`src/rtl/raster_pkg.sv`:
```
`timescale 1ns/1ps
package raster_pkg;
  localparam int CNT_W  = 12;
  localparam int ADDR_W = 3;

  typedef logic [CNT_W-1:0] cnt_t;

  typedef enum logic [ADDR_W-1:0] {
    REG_H_TOTAL = 3'd0,
    REG_H_ACT_S = 3'd1,
    REG_H_ACT_E = 3'd2,
    REG_H_SYNC  = 3'd3,
    REG_V_TOTAL = 3'd4,
    REG_V_ACT_S = 3'd5,
    REG_V_ACT_E = 3'd6,
    REG_V_SYNC  = 3'd7
  } reg_sel_e;

  typedef struct packed {
    cnt_t h_total;
    cnt_t h_act_s;
    cnt_t h_act_e;
    cnt_t h_sync;
    cnt_t v_total;
    cnt_t v_act_s;
    cnt_t v_act_e;
    cnt_t v_sync;
  } timing_cfg_t;
endpackage

```
`src/rtl/raster_cfg_regs.sv`:
```
`timescale 1ns/1ps
module raster_cfg_regs
  import raster_pkg::*;
#(
  parameter timing_cfg_t RST_CFG = '0
) (
  input  logic              clk_i,
  input  logic              rst_ni,
  input  logic              we_i,
  input  logic [ADDR_W-1:0] addr_i,
  input  cnt_t              wdata_i,
  output timing_cfg_t       cfg_o
);
  timing_cfg_t cfg_q;

  always_ff @(posedge clk_i or negedge rst_ni) begin
    if (!rst_ni) begin
      cfg_q <= RST_CFG;
    end else if (we_i) begin
      unique case (reg_sel_e'(addr_i))
        REG_H_TOTAL: cfg_q.h_total <= wdata_i;
        REG_H_ACT_S: cfg_q.h_act_s <= wdata_i;
        REG_H_ACT_E: cfg_q.h_act_e <= wdata_i;
        REG_H_SYNC:  cfg_q.h_sync  <= wdata_i;
        REG_V_TOTAL: cfg_q.v_total <= wdata_i;
        REG_V_ACT_S: cfg_q.v_act_s <= wdata_i;
        REG_V_ACT_E: cfg_q.v_act_e <= wdata_i;
        REG_V_SYNC:  cfg_q.v_sync  <= wdata_i;
        default: ;
      endcase
    end
  end

  assign cfg_o = cfg_q;

  a_r9_hsync_write: assert property (@(posedge clk_i) disable iff (!rst_ni)
    (we_i && addr_i == REG_H_SYNC) |=> cfg_q.h_sync == $past(wdata_i));
  a_r9_no_write_stable: assert property (@(posedge clk_i) disable iff (!rst_ni)
    !we_i |=> $stable(cfg_q));
endmodule

```
`src/rtl/raster_counters.sv`:
```
`timescale 1ns/1ps
module raster_counters
  import raster_pkg::*;
(
  input  logic        clk_i,
  input  logic        rst_ni,
  input  logic        clk_en_i,
  input  logic        master_i,
  input  logic        pvalid_i,
  input  logic        pvalid_pol_i,
  input  timing_cfg_t cfg_i,
  output cnt_t        h_cnt_o,
  output cnt_t        v_cnt_o,
  output logic        field_o
);
  cnt_t h_cnt_q, v_cnt_q;
  logic field_q;
  logic adv, h_last, v_last;

  // pixel-valid active when it matches the programmed level
  assign adv    = clk_en_i & master_i & ~(pvalid_i ^ pvalid_pol_i);
  assign h_last = h_cnt_q >= cnt_t'(cfg_i.h_total - 1'b1);
  assign v_last = v_cnt_q >= cnt_t'(cfg_i.v_total - 1'b1);

  always_ff @(posedge clk_i or negedge rst_ni) begin
    if (!rst_ni) begin
      h_cnt_q <= '0;
      v_cnt_q <= '0;
      field_q <= 1'b0;
    end else if (adv) begin
      if (h_last) begin
        h_cnt_q <= '0;
        if (v_last) begin
          v_cnt_q <= '0;
          field_q <= ~field_q;
        end else begin
          v_cnt_q <= v_cnt_q + 1'b1;
        end
      end else begin
        h_cnt_q <= h_cnt_q + 1'b1;
      end
    end
  end

  assign h_cnt_o = h_cnt_q;
  assign v_cnt_o = v_cnt_q;
  assign field_o = field_q;

  a_r2_hold_without_enable: assert property (@(posedge clk_i) disable iff (!rst_ni)
    !clk_en_i |=> $stable(h_cnt_q) && $stable(v_cnt_q) && $stable(field_q));
  a_r3_freeze_on_invalid: assert property (@(posedge clk_i) disable iff (!rst_ni)
    (pvalid_i != pvalid_pol_i) |=> $stable(h_cnt_q) && $stable(v_cnt_q) && $stable(field_q));
  a_r4_line_wrap: assert property (@(posedge clk_i) disable iff (!rst_ni)
    (clk_en_i && master_i && pvalid_i == pvalid_pol_i &&
     h_cnt_q >= cnt_t'(cfg_i.h_total - 1'b1)) |=> h_cnt_q == '0);
  a_r7_field_flip: assert property (@(posedge clk_i) disable iff (!rst_ni)
    (clk_en_i && master_i && pvalid_i == pvalid_pol_i &&
     h_cnt_q >= cnt_t'(cfg_i.h_total - 1'b1) &&
     v_cnt_q >= cnt_t'(cfg_i.v_total - 1'b1)) |=> field_q != $past(field_q));
  a_r8_slave_holds: assert property (@(posedge clk_i) disable iff (!rst_ni)
    !master_i |=> $stable(h_cnt_q) && $stable(v_cnt_q));
endmodule

```
`src/rtl/raster_decode.sv`:
```
`timescale 1ns/1ps
module raster_decode
  import raster_pkg::*;
(
  input  logic        clk_i,
  input  logic        rst_ni,
  input  logic        master_i,
  input  logic        fi_pol_i,
  input  timing_cfg_t cfg_i,
  input  cnt_t        h_cnt_i,
  input  cnt_t        v_cnt_i,
  input  logic        field_i,
  output logic        hsync_o,
  output logic        vsync_o,
  output logic        field_o,
  output logic        blank_o,
  output logic        oe_o
);
  logic hs, vs, hb, vb;

  assign hs = h_cnt_i < cfg_i.h_sync;
  assign vs = v_cnt_i < cfg_i.v_sync;
  assign hb = !((h_cnt_i >= cfg_i.h_act_s) && (h_cnt_i < cfg_i.h_act_e));
  assign vb = !((v_cnt_i >= cfg_i.v_act_s) && (v_cnt_i < cfg_i.v_act_e));

  // released bus reads as zero with enable low
  assign oe_o    = master_i & rst_ni;
  assign hsync_o = oe_o & hs;
  assign vsync_o = oe_o & vs;
  assign field_o = oe_o & (field_i ^ fi_pol_i);
  assign blank_o = oe_o & (hb | vb);

  a_r8_released_quiet: assert property (@(posedge clk_i) disable iff (!rst_ni)
    !master_i |-> !oe_o && !hsync_o && !vsync_o && !field_o && !blank_o);
  a_r6_blank_covers_sync_line: assert property (@(posedge clk_i) disable iff (!rst_ni)
    (oe_o && vsync_o && cfg_i.v_act_s >= cfg_i.v_sync) |-> blank_o);
  a_r1_reset_released: assert property (@(posedge clk_i) disable iff (!rst_ni)
    master_i |-> oe_o);
endmodule

```
`src/rtl/raster_sync_master.sv`:
```
`timescale 1ns/1ps
module raster_sync_master
  import raster_pkg::*;
#(
  parameter int unsigned H_TOTAL = 858,
  parameter int unsigned H_ACT_S = 138,
  parameter int unsigned H_ACT_E = 858,
  parameter int unsigned H_SYNC  = 62,
  parameter int unsigned V_TOTAL = 263,
  parameter int unsigned V_ACT_S = 20,
  parameter int unsigned V_ACT_E = 260,
  parameter int unsigned V_SYNC  = 3
) (
  input  logic              clk_i,
  input  logic              rst_ni,
  input  logic              clk_en_i,
  input  logic              master_i,
  input  logic              pvalid_i,
  input  logic              pvalid_pol_i,
  input  logic              fi_pol_i,
  input  logic              cfg_we_i,
  input  logic [ADDR_W-1:0] cfg_addr_i,
  input  logic [CNT_W-1:0]  cfg_wdata_i,
  output logic              hsync_o,
  output logic              vsync_o,
  output logic              field_o,
  output logic              blank_o,
  output logic              sync_oe_o
);
  localparam timing_cfg_t RST_CFG = '{
    h_total: cnt_t'(H_TOTAL), h_act_s: cnt_t'(H_ACT_S),
    h_act_e: cnt_t'(H_ACT_E), h_sync:  cnt_t'(H_SYNC),
    v_total: cnt_t'(V_TOTAL), v_act_s: cnt_t'(V_ACT_S),
    v_act_e: cnt_t'(V_ACT_E), v_sync:  cnt_t'(V_SYNC)
  };

  timing_cfg_t cfg;
  cnt_t        h_cnt, v_cnt;
  logic        field_q;

  raster_cfg_regs #(.RST_CFG(RST_CFG)) u_regs (
    .clk_i   (clk_i),
    .rst_ni  (rst_ni),
    .we_i    (cfg_we_i),
    .addr_i  (cfg_addr_i),
    .wdata_i (cfg_wdata_i),
    .cfg_o   (cfg)
  );

  raster_counters u_cnt (
    .clk_i        (clk_i),
    .rst_ni       (rst_ni),
    .clk_en_i     (clk_en_i),
    .master_i     (master_i),
    .pvalid_i     (pvalid_i),
    .pvalid_pol_i (pvalid_pol_i),
    .cfg_i        (cfg),
    .h_cnt_o      (h_cnt),
    .v_cnt_o      (v_cnt),
    .field_o      (field_q)
  );

  raster_decode u_dec (
    .clk_i    (clk_i),
    .rst_ni   (rst_ni),
    .master_i (master_i),
    .fi_pol_i (fi_pol_i),
    .cfg_i    (cfg),
    .h_cnt_i  (h_cnt),
    .v_cnt_i  (v_cnt),
    .field_i  (field_q),
    .hsync_o  (hsync_o),
    .vsync_o  (vsync_o),
    .field_o  (field_o),
    .blank_o  (blank_o),
    .oe_o     (sync_oe_o)
  );
endmodule

```
`config.mk`:
```
export PLATFORM = sky130hd
export DESIGN_NAME = raster_sync_master
export DESIGN_NICKNAME = d
export VERILOG_FILES = /design/src/rtl/raster_pkg.sv /design/src/rtl/raster_cfg_regs.sv /design/src/rtl/raster_counters.sv /design/src/rtl/raster_decode.sv /design/src/rtl/raster_sync_master.sv
export SDC_FILE = /design/constraint.sdc
export NUM_CORES = 1
export LEC_CHECK = 0
export ABC_AREA = 1
export BUFFER_PORTS_ARGS = -buffer_cell sky130_fd_sc_hd__clkbuf_2
export CELL_PAD_IN_SITES_DETAIL_PLACEMENT = 0
export CELL_PAD_IN_SITES_GLOBAL_PLACEMENT = 2
export CORE_AREA = 5 5 173 133
export DETAILED_ROUTE_END_ITERATION = 10
export DIE_AREA = 0 0 178 138
export PLACE_DENSITY_LB_ADDON = 0.1
export SLEW_MARGIN = 10
export SYNTH_ARGS = -nofsm -noshare
export SYNTH_HDL_FRONTEND = slang
export SYNTH_HIERARCHICAL = 1
export SYNTH_SLANG_ARGS = --single-unit
```
`constraint.sdc`:
```
create_clock -name clk_i -period 4.1 [get_ports clk_i]
set_clock_uncertainty 0.15 [all_clocks]
set_input_delay 0.205 -clock clk_i [delete_from_list [all_inputs] [get_ports clk_i]]
set_output_delay 0.205 -clock clk_i [all_outputs]
set_load 0.05 [all_outputs]
```
* Word-level counts from Yosys, hierarchy flattened *
Cells that the tools add are included.

storage, ports and cells
  input bits = 23
  flip-flop bits (word level) = 121
  output and inout port bits = 5
  word-level logic and storage cells = 59

operators by class
  bitwise gates (word level) = 12
  reductions and logical operators = 15
  order comparisons = 8
  muxes and demuxes = 2
  add/sub/neg operators = 4
  eq/ne operators = 7

operator list
  kind                                                                    number
  12-bit greater-or-equal comparator                                      4
  12-bit < comparator                                                     4
  12-bit by 1-bit adder with 12-bit output (second input constant)        2
  12-bit two-way mux                                                      2
  12-bit by 1-bit subtractor with 12-bit output (second input constant)   2
  2-bit AND reduction                                                     9
  3-bit equality test (second input constant)                             4
  1-bit bitwise AND                                                       7
  3-bit by 2-bit equality test with 1-bit output (second input constant)  2
  3-bit by 1-bit equality test with 1-bit output (second input constant)  1
  3-bit logical NOT                                                       1
  3-bit AND reduction                                                     1
  1-bit logical AND                                                       2
  1-bit logical NOT                                                       2
  1-bit inverter                                                          2
  1-bit bitwise XOR                                                       2
  1-bit OR                                                                1

* Logic depth before layout (Yosys ltp) *
Gate-level depths: netlist of the first run.

  word-level depth = 5
  mapped depth = 19
  depth with buffers taken out = 18

* Hierarchy *
Netlist of the first run, hierarchy kept.

modules (own cells, without submodules)
  module           seq. area each (um2)  area each (um2)  cells an instance  instances
  raster_cfg_regs  2439.8                3886.2           444                1
  raster_counters  625.6                 2581.2           384                1
  raster_decode    0.0                   1854.3           312                1

* Least setup slack after synthesis of the first run *
No wires, ideal clock.

  kind = register -> register
  start = register u_regs.cfg_q, in the netlist u_regs/cfg_o[86]
  end = register u_cnt.v_cnt_q[2] (netlist: u_cnt/v_cnt_o[2])
  slack = 1575 ps
  cell stages (with the launch flop) = 18
  required time = 3833 ps
  arrival = 2258 ps
  buffers on the path = 1
  path through = dfrtp_1 inv_1 nand2_1 nor2_1 nand3_1 nor2_2 nand3_1 xnor2_1 inv_1 ha_1 a21oi_1 o21a_1 nand3_2 nand2_4 inv_4 buf_6 nand2_1 nand2_1

between the ends
  word-level cells in the longest chain between the ends = 3

RTL lines
  item                                           line                   RTL
  start, declared                                raster_cfg_regs.sv:14  timing_cfg_t cfg_q;
  12-bit by 1-bit subtractor with 12-bit output  raster_counters.sv:22  assign h_last = h_cnt_q >= cnt_t'(cfg_i.h_total - 1'b1);
  12-bit greater-or-equal comparator             raster_counters.sv:22
  2-bit AND reduction (no source line)           -
  end signal, assigned                           raster_counters.sv:37  v_cnt_q <= v_cnt_q + 1'b1;
  end, declared                                  raster_counters.sv:16  cnt_t h_cnt_q, v_cnt_q;

Every way passes these cells.
A chain may end at the register's enable or synchronous reset.

* Final worst setup path of the first run *
  start = register u_regs.cfg_q, in the netlist u_regs/cfg_o[40]
  end = register u_cnt.v_cnt_q[1] (netlist: u_cnt/v_cnt_o[1])

between the ends
  word-level cells in the longest chain between the ends = 3

RTL lines
  item                                           line                   RTL
  12-bit by 1-bit subtractor with 12-bit output  raster_counters.sv:23  assign v_last = v_cnt_q >= cnt_t'(cfg_i.v_total - 1'b1);
  12-bit greater-or-equal comparator             raster_counters.sv:23
  12-bit two-way mux                             raster_counters.sv:33  if (v_last) begin

Every way passes these cells.

==> results of run 1 <==
## final cells by class
cell class | count | area [um^2] | area share (%)
Clock buffer | 24 | 482 | 5.23
Clock inverter | 8 | 72.6 | 0.789
Inverter | 158 | 601 | 6.53
Multi-Input combinational cell | 824 | 4430 | 48.2
Sequential cell | 121 | 3070 | 33.3
Tap cell | 288 | 360 | 3.92
Timing Repair Buffer | 33 | 188 | 2.04
## what timing repair did
item / 4_1_cts / 5_1_grt
hold buffers: 2 / 0
endpoints found under the setup margin: 0 / 0
endpoints found under the hold margin: 26 / 0
## cells by family after synthesis
logic type	count (synthesis)	share of synthesized area (%)
DFF	121	36.8
adders and majority gates	96	14.4
buffers and inverters	195	9.91
and+or+nand+nor	652	32.3
AOI/OAI and AO/OA	44	3.13
xor gates and xnor gates	32	3.37
## flip-flops by register name, summed over array words and instances (netlist names)
name and cells:
u_cnt/field_o 1, u_regs/cfg_o 96, u_cnt/h_cnt_o 12, u_cnt/v_cnt_o 12
## routing by layer
layer / vias up / routed length [um] / global-route usage (%)
li1: 3569 / - / -
met1: 3232 / 13100 / 31.5
met2: 114 / 9710 / 27.9
met3: 25 / 755 / 3.00
met4: 0 / 377 / 5.45
met5: - / 0 / 0
## through the flow
stage | power [mW] | util [%]
finish | 4.17 | 43.8
global route | 4.48 | 43.8
CTS | 4.22 | 43.8
detailed placement | 2.75 | 41.1
global placement | 2.75 | 41.1
floorplan | 2.40 | -
## synth_stat cells (2+ instances only)
master	number
o211ai_1	2
dfstp_2	30
o21bai_1	2
dfrtp_1	91
nor2_4	4
nand2_1	460
nor2_1	70
ha_1	96
buf_4	9
buf_2	23
xor2_1	16
a21oi_1	27
xnor2_1	16
clkbuf_1	2
nand2_2	3
a21boi_0	2
a211oi_1	2
buf_6	3
nand3_1	79
nand3b_1	2
nand3_2	3
nor3_1	6
nor2_2	6
a21o_1	2
o21ai_0	4
nand4_1	13
inv_1	156
or2_2	3
## power by group through the flow
stage | Clock, mW | Combinational [mW] | Sequential [mW]
3_5_place_dp | 0 | 1.09 | 1.66
2_1_floorplan | 0 | 0.832 | 1.57
6_report | 1.43 | 1.10 | 1.63
5_1_grt | 1.52 | 1.29 | 1.67
3_3_place_gp | 0 | 1.09 | 1.65
4_1_cts | 1.47 | 1.11 | 1.64
## tightest hold or removal path, delay by kind of cell
family / cells / cell delay, ps
simple gates: 2 / 170
buf+inv: 1 / 220
## worst paths after layout
kind | from | endpoint | slack [ps]
max | u_regs/cfg_o[40] | u_cnt/v_cnt_o[1] | 1010
min | cfg_wdata_i[2] | u_regs/cfg_o[26] | 30
max reg2reg | u_regs/cfg_o[40] | u_cnt/v_cnt_o[1] | 1010
min reg2reg | u_regs/cfg_o[79] | u_regs/cfg_o[79] | 310
max in group asynchronous | rst_ni | u_regs/cfg_o[95] | 2520
min in group asynchronous | rst_ni | u_regs/cfg_o[55] | 100
==> reports/qor.csv, run 1 <==
stage,metric,value,unit
final_layout,antennaDiodeCount,0,
critical_path,cp-end-kind,flop,
sta,max_freq,0.323,GHz
final_layout,syn2layout_area_growth,10.6,%
routing,wirelength,23.9,mm
logic_synthesis,synth_edf_count,0,
global_routing,grt-ovfl-total,0,
global_routing,antenna_found_initial,0,
sta,worst_pin_slew,898,ps
clocking,clk_latency,420,ps
placement,io_buffers,27,
logic_synthesis,syn_avg_cell_area,7.30,um^2
routing,drc,0,
placement,dp_cells,1422,
worst_hold_path,hold-path-cell-count,3,
sta,slew_headroom,39.9,%
pwr,p_clk_share,34.4,%
logic_synthesis,syn_inst,1140,
logic_synthesis,async_reset_ff_share,100,%
logic_synthesis,netlist_area,8320,um^2
sta,setup_viol,0,
critical_path,cp_num_buf_inv,2,
critical_path,worst_setup_path_start_kind,flop,
global_routing,grt_usage,19.9,%
sta,min_period,3090,ps
clocking,post-cts-setup-buffers,0,
final_layout,final_cells,1456,
placement,place_area,8630,um^2
critical_path,arrival,3300,ps
pwr,p_seq_share,39.2,%
clocking,numCtsBuffers,17,
logic_synthesis,synth.largest_area_cell,dfrtp_1,
final_layout,layout.nets,1274,
placement,dp_worst_setup_slack,984,ps
sta,hold_violations,0,
logic_synthesis,synth_cell_types,36,
placement,dpl.hpwl,17.0,mm
logic_synthesis,ys_top_cells_by_area,"dfrtp_1, nand2_1, ha_1, dfstp_2, inv_1",
sta,fin_setup_tns,0,ps
routing,wl_per_cell,16.4,um
pwr,p_sw,1.44,mW
placement,gp_congestion,0.786,
clocking,cts_sinks,121,
critical_path,cp_slowest_cell,nand4_1,
clocking,cts_buffer_depth,2,
final_layout,n_fill_cell,2209,
floorplanning,die_h,138,um
logic_synthesis,ys_seq_elements,121,
clocking,clkTransAtPathRegs,60,ps
logic_synthesis,synthesis.nets,1259,
sta,final_max_slew_viol_count,0,
final_layout,final_common_cell,nand2_1,
pwr,p_sw_share,34.6,%
pwr,comb_power_share,26.4,%
critical_path,cp.depth,15,
critical_path,cp_data_required_time,4310,ps
run_status,status,completed,
critical_path,crit_family,simple AND/OR/NAND/NOR gates,
critical_path,r2r_cells,15,
global_routing,grt_max_degree,62,
final_layout,design_area,9200,um^2
clocking,cts-htree-levels,4,
routing,drtAntennaViolNets,0,
routing,drt_pass1_iterations,5,
sta,hold-worst-slack,31.3,ps
floorplanning,initial_core_util,39.6,%
clocking,clockRootBuffer,clkbuf_16,
floorplanning,io_pins,28,
global_routing,first_global_vias,6533,
sta,finalWorstSetupSlack,1010,ps
clocking,post_cts_resized,0,
critical_path,path_class,reg2reg,
critical_path,crit_chain,or2_2 > nor2_1 > nand2_2 > nor2_4 > nand2_2 > xnor2_1 > inv_1 > ha_1 > nand2_1 > inv_1 > a21oi_1 > nand4_1 > nor2_1 > nand2_1 > nand2_1,
sta,grt_setup_unrepaired,no,
routing,via_per_inst,4.77,
critical_path,crit_path_max_incr_delay,590,ps
routing,vias,6940,
critical_path,cpMostUsedCell,nand2_1,
clocking,cts_tree,built,
critical_path,cp_max_fo,14,
floorplanning,dieWidth,178,um
pwr,ir_drop,0.284,mV
sta,period_share,75.5,%
logic_synthesis,synth_top_area_share,27.4,%
worst_hold_path,hp-class,in2reg,
pwr,p_leak,5.05,nW
run,maxCapViolations,0,
routing,drtIter0Drc,433,
floorplanning,rows,46,
floorplanning,core,21000,um^2
logic_synthesis,yosysSeqAreaShare,36.8,%
logic_synthesis,synth_flop_cell,dfrtp_1,
floorplanning,die_area,24600,um^2
global_routing,grt_pass1_wl,37.4,mm
pwr,p_per_area,453,nW/um^2
final_layout,final_layout_size_suffix_gt1_share,9.76,%
pwr,p_int,2.72,mW
logic_synthesis,ys_warn_count,6,
final_layout,final_cell_mix,"nand2_1, inv_1, ha_1, dfrtp_1, nand3_1",
No activity file was read; power rests on OpenSTA's default activity.
==> run 2, diff against run 1 <==
- ABC_AREA: 1 -> 0
- CORE_AREA: 5 5 173 133 -> 5 5 160 123
- DIE_AREA: 0 0 178 138 -> 0 0 165 128
- clock period: 4.1 -> 2.9 ns (I/O delays scaled with it)
==> run 2 against run 1 <==
The flow now finishes with violations (setup timing). Maximum frequency is 2.4% higher. Via count is 25% lower. Synthesized cell count is 41% lower. First-iteration DRC count is 35% lower. Critical path type unchanged. Largest cell class unchanged.
==> reports/qor.csv, run 2 <==
stage,metric,value,unit
pwr,ir_drop,0.374,mV
pwr,p_leak,4.48,nW
logic_synthesis,yosys-top-cells-count,"ha_1, mux2_2, dfrtp_1",
floorplanning,die_h,128,um
sta,period_share,104,%
final_layout,layout.nets,880,
logic_synthesis,netlist_area,7550,um^2
logic_synthesis,yosysSeqAreaShare,40.6,%
sta,final_max_slew_viol_count,0,
final_layout,final_layout_size_suffix_gt1_share,37.2,%
final_layout,final_cells,1021,
logic_synthesis,ys_warn_count,6,
placement,gp_congestion,0.822,
critical_path,path_class,reg2reg,
logic_synthesis,ys_seq_elements,121,
clocking,numCtsBuffers,17,
logic_synthesis,syn_inst,675,
floorplanning,initial_core_util,41.8,%
placement,io_buffers,27,
clocking,cts_sinks,121,
critical_path,arrival,3160,ps
logic_synthesis,synth_flop_cell,dfrtp_1,
routing,wirelength,18.9,mm
pwr,p_per_area,689,nW/um^2
routing,drtIter0Drc,281,
clocking,clkTransAtPathRegs,60,ps
sta,max_freq,0.331,GHz
logic_synthesis,synth_top_area_share,30.2,%
sta,slew_headroom,37.3,%
run_status,violations,setup timing,
final_layout,final_cell_mix,"ha_1, mux2_2, dfrtp_1, inv_1, buf_4",
critical_path,cp_data_required_time,3040,ps
sta,worst_pin_slew,937,ps
sta,hold_violations,0,
logic_synthesis,async_reset_ff_share,100,%
critical_path,r2r_cells,11,
floorplanning,io_pins,28,
global_routing,grt_max_degree,122,
sta,grt_setup_unrepaired,yes,
worst_hold_path,hp-class,in2reg,
sta,finalWorstSetupSlack,-122,ps
routing,vias,5232,
placement,dpl.hpwl,13.4,mm
critical_path,cp_slowest_cell,or4_4,
critical_path,reg2reg_to,u_cnt/v_cnt_o[0],
final_layout,largest_register_ffs,96,
final_layout,antennaDiodeCount,0,
logic_synthesis,synth_most_common_cell,ha_1,
placement,dp_cells,979,
logic_synthesis,synth_edf_count,0,
global_routing,grt_usage,19.0,%
logic_synthesis,synthesis.nets,794,
logic_synthesis,synth_cell_types,58,
critical_path,rr_startpoint,u_regs/cfg_o[91],
clocking,cts_tree,built,
global_routing,antenna_found_initial,0,
run_status,status,"finished, violations left",
worst_hold_path,min_from,cfg_wdata_i[3],
sta,min_period,3020,ps
critical_path,crit_chain,or4_4 > nor3_4 > xnor2_1 > ha_1 > a21oi_2 > o21ai_2 > a22o_1 > buf_6 > a21oi_4 > nor2_4 > mux2_4,
global_routing,grt_pass1_wl,30.4,mm
logic_synthesis,syn_avg_cell_area,11.2,um^2
logic_synthesis,synth.largest_area_cell,dfrtp_1,
clocking,clockRootBuffer,clkbuf_16,
final_layout,design_area,9180,um^2
sta,setup_viol,16,
routing,via_per_inst,5.12,
critical_path,crit_path_max_incr_delay,550,ps
critical_path,cp-end-kind,flop,
final_layout,final_common_cell,ha_1,
critical_path,cp_max_fo,6,
floorplanning,rows,43,
routing,drtAntennaViolNets,0,
placement,place_area,8260,um^2
logic_synthesis,ys_top_cells_by_area,"dfrtp_1, ha_1, mux2_2, dfstp_2, inv_1",
final_layout,syn2layout_area_growth,21.6,%
routing,wl_per_cell,18.5,um
clocking,cts-htree-levels,4,
routing,drc,0,
floorplanning,core,18100,um^2
critical_path,worst_setup_path_start_kind,flop,
clocking,cts_buffer_depth,2,
floorplanning,die_area,21100,um^2
worst_hold_path,hold-path-cell-count,2,
routing,drt_pass1_iterations,4,
clocking,clk_latency,420,ps
global_routing,first_global_vias,5426,
global_routing,grt-ovfl-total,0,
critical_path,ff2ff_setup_slack,-120,ps
worst_hold_path,whs_endpoint,u_regs/cfg_o[63],
floorplanning,dieWidth,165,um
run,maxCapViolations,0,
==> run 2: critical path, delay by kind of cell, from the launching register on <==
| kind | cells | cell delay, ps |
|---|---|---|
| AND/OR/NAND/NOR | 3 | 840 |
| flip-flops | 1 | 380 |
| XOR/XNOR | 1 | 90 |
| AO/OA/AOI/OAI | 4 | 710 |
| multiplexers | 1 | 260 |
| buffers and inverters | 1 | 130 |
| adder cells (fa/ha/maj) | 1 | 340 |
==> run 2: cell type report <==
class / instances / area [um^2]
well taps: 247 / 309
inverters: 78 / 293
flip-flops and latches: 121 / 3070
fillers: 1655 / 8900
clock buffers: 24 / 492
repair buffers: 78 / 604
clock inverters: 8 / 70.1
multi-input cells: 465 / 4340
==> run 2: per-stage QoR <==
stage          setup WS [ps]  hold slack (ps)  TNS, ps  total power [mW]  util (%)
4_1_cts                 -161             1.06    -1650              6.32      50.0
6_report                -122             20.7    -1180              6.32      50.8
2_1_floorplan           56.9             -301        0              3.52         -
5_1_grt                 -264             3.66    -3660              6.76      50.8
3_3_place_gp            -459              170    -5210              4.11      45.7
3_5_place_dp            -559              184    -6940              4.18      45.7
==> run 2: where the power goes <==
part           switching (mW)  internal, mW  total [mW]
Clock                   0.758          1.26        2.02
Sequential              0.271          2.10        2.37
Combinational           0.990         0.943        1.93
==> run 2: worst max path at each step <==
stage	startpoint	slack (ps)	cells after the start	endpoint
2_1_floorplan	u_regs/cfg_o[91]	60	11	u_cnt/v_cnt_o[10]
6_report	u_regs/cfg_o[91]	-120	11	u_cnt/v_cnt_o[0]
5_1_grt	u_regs/cfg_o[86]	-260	13	u_cnt/v_cnt_o[0]
4_1_cts	u_regs/cfg_o[88]	-160	12	u_cnt/v_cnt_o[0]
3_3_place_gp	u_regs/cfg_o[89]	-460	11	u_cnt/v_cnt_o[0]
3_5_place_dp	u_regs/cfg_o[89]	-560	11	u_cnt/v_cnt_o[0]
==> run 2: cells by family after synthesis <==
logic type / Yosys count / share of synthesized area (%)
AO/OA/AOI/OAI: 109 / 10.1
XOR/XNOR: 31 / 3.60
adder cells (fa/ha/maj): 96 / 15.9
buffers and inverters: 90 / 5.07
flip-flops: 121 / 40.6
multiplexers: 98 / 14.8
AND/OR/NAND/NOR: 130 / 9.91
==> run 2: layer usage <==
metal	up-vias	share of wire, %	GRT usage (%)
li1	2605	-	-
met1	2546	53	28.4
met2	69	43	28.1
met3	12	3.4	4.37
met4	0	0.94	4.50
met5	-	0	0
==> run 2: what timing repair did <==
action	4_1_cts	5_1_grt
setup buffers	2	3
endpoints found under the hold margin	107	0
gates cloned	2	0
gates resized for setup	34	36
hold buffers	3	0
pin swaps	11	30
endpoints found under the setup margin	28	28
==> run 3, diff against run 2 <==
- RECOVER_POWER: not set -> 25
==> run 3 against run 2 <==
The flow finishes with violations (capacitance limit, slew limit, setup timing). Routed wire length is essentially flat. Non-clock buffer count is the same. Combinational power hardly changed. Register-to-register slack about the same. Maximum frequency barely moved. Count of clock-buffer cells in the layout unchanged. Final area shrank 0.48%. Sequential share of layout area rose by 0.16 points. Global-route usage did not move. Sequential cell count unchanged.
==> reports/qor.csv, run 3 (synthesis results as in run 2) <==
stage,metric,value,unit
run_status,status,"finished, violations left",
run_status,violations,"capacitance limit, slew limit, setup timing",
floorplanning,dieWidth,165,um
global_routing,grt-ovfl-total,0,
clocking,cts-htree-levels,4,
clocking,clk_latency,420,ps
final_layout,final_common_cell,ha_1,
sta,slew_headroom,-14.0,%
pwr,p_seq_share,37.6,%
global_routing,first_global_vias,5426,
sta,fin_setup_tns,-1290,ps
sta,hold-worst-slack,14.1,ps
worst_hold_path,hp-class,in2reg,
pwr,ir_drop,0.374,mV
sta,max_freq,0.331,GHz
pwr,p_leak,4.47,nW
routing,vias,5203,
clocking,cts_buffer_depth,2,
routing,wl_per_cell,18.5,um
floorplanning,rows,43,
pwr,p_total,6.30,mW
placement,dpl.hpwl,13.4,mm
final_layout,n_fill_cell,1666,
sta,final_max_slew_viol_count,122,
routing,drtIter0Drc,271,
sta,finalWorstSetupSlack,-121,ps
clocking,clockRootBuffer,clkbuf_16,
sta,hold_violations,0,
clocking,cts_sinks,121,
critical_path,cp-end-kind,flop,
critical_path,path_class,reg2reg,
pwr,comb_power_share,30.4,%
final_layout,syn2layout_area_growth,21.0,%
routing,drc,0,
final_layout,antennaDiodeCount,0,
final_layout,design_area,9140,um^2
routing,drtAntennaViolNets,0,
routing,wirelength,18.9,mm
floorplanning,initial_core_util,41.8,%
clocking,numCtsBuffers,17,
critical_path,cp_data_required_time,3050,ps
pwr,p_per_area,690,nW/um^2
global_routing,grt_max_degree,122,
floorplanning,die_h,128,um
sta,period_share,104,%
final_layout,layout.nets,880,
clocking,cts_tree,built,
global_routing,grt_pass1_wl,30.4,mm
clocking,clkTransAtPathRegs,60,ps
placement,io_buffers,27,
floorplanning,die_area,21100,um^2
routing,drt_pass1_iterations,5,
placement,gp_congestion,0.822,
floorplanning,core,18100,um^2
pwr,p_int,4.30,mW
placement,place_area,8260,um^2
pwr,p_sw,2.01,mW
critical_path,arrival,3170,ps
global_routing,antenna_found_initial,0,
critical_path,worst_setup_path_start_kind,flop,
critical_path,cp_max_fo,6,
run,maxCapViolations,1,
routing,via_per_inst,5.10,
sta,grt_setup_unrepaired,yes,
sta,worst_pin_slew,1710,ps
global_routing,grt_usage,19.0,%
floorplanning,io_pins,28,
final_layout,final_cell_mix,"ha_1, mux2_2, dfrtp_1, inv_1, buf_4",
pwr,p_sw_share,31.9,%
sta,setup_viol,16,
final_layout,largest_register_ffs,96,
sta,min_period,3020,ps
final_layout,utilization,50.5,%
pwr,p_clk_share,32.0,%
final_layout,final_layout_size_suffix_gt1_share,36.0,%
run 3: changes by cell type in the layout (fill, tap and decap cells not counted), sizes merged:
| cell | delta |
|---|---|
| buf | -4 |
| clkbuf | +4 |
run 3: path summary, 6_finish.rpt:
kind,end,cells after the start,slack (ps),from
max,u_cnt/v_cnt_o[0],11,-120,u_regs/cfg_o[91]
min in group asynchronous,u_regs/cfg_o[8],3,700,rst_ni
min reg2reg,u_regs/cfg_o[2],1,350,u_regs/cfg_o[2]
max in group asynchronous,u_cnt/v_cnt_o[3],3,740,rst_ni
min,u_regs/cfg_o[3],2,10,cfg_wdata_i[3]
max reg2reg,u_cnt/v_cnt_o[0],11,-120,u_regs/cfg_o[91]
run 3: worst max-delay path: stages, from the launching register on:
cell     delay, ps
dfrtp_1        380
or4_4          550
nor3_4         190
xnor2_1         90
ha_1           340
nand4_1        200
nor3_2          50
a22o_1         250
buf_6          130
a21oi_4        200
nor2_4         100
mux2_4         260
run 3: layout make-up:
type	instances	area, um^2	share of cell area (%)
inverters	78	293	3.21
well taps	247	309	3.38
multi-input cells	465	4320	47.3
repair buffers	78	579	6.34
clock inverters	8	70.1	0.767
flip-flops and latches	121	3070	33.6
clock buffers	24	492	5.38
run 3: metrics by stage:
step	worst slack, ps	cells
2_1_floorplan	56.9	675
3_3_place_gp	-459	979
3_5_place_dp	-559	979
4_1_cts	-161	1018
5_1_grt	-264	1021
6_report	-121	1021
run 3: metal layers:
layer  wire length, um  vias to the layer above  share of wire (%)  GRT usage (%)
met2              8170                       70                 43           28.1
met1              9800                     2526                 52           28.4
li1                  -                     2598                  -              -
met5                 0                        -                  0              0
met4               170                        0               0.90           4.50
met3               790                        9                4.2           4.37
run 3: power by group through the flow:
stage	Combinational, mW	Sequential, mW	Clock, mW
2_1_floorplan	1.18	2.33	0
3_3_place_gp	1.75	2.36	0
3_5_place_dp	1.80	2.37	0
4_1_cts	1.89	2.36	2.08
5_1_grt	2.17	2.42	2.16
6_report	1.92	2.37	2.02
run 3: repair_timing:
action / in CTS / in global routing
setup endpoints to repair: 28 / 28
resized for setup: 34 / 36
setup buffers: 2 / 3
pin swaps: 11 / 30
hold buffers: 3 / 0
cloned: 2 / 0
hold endpoints to repair: 107 / 0
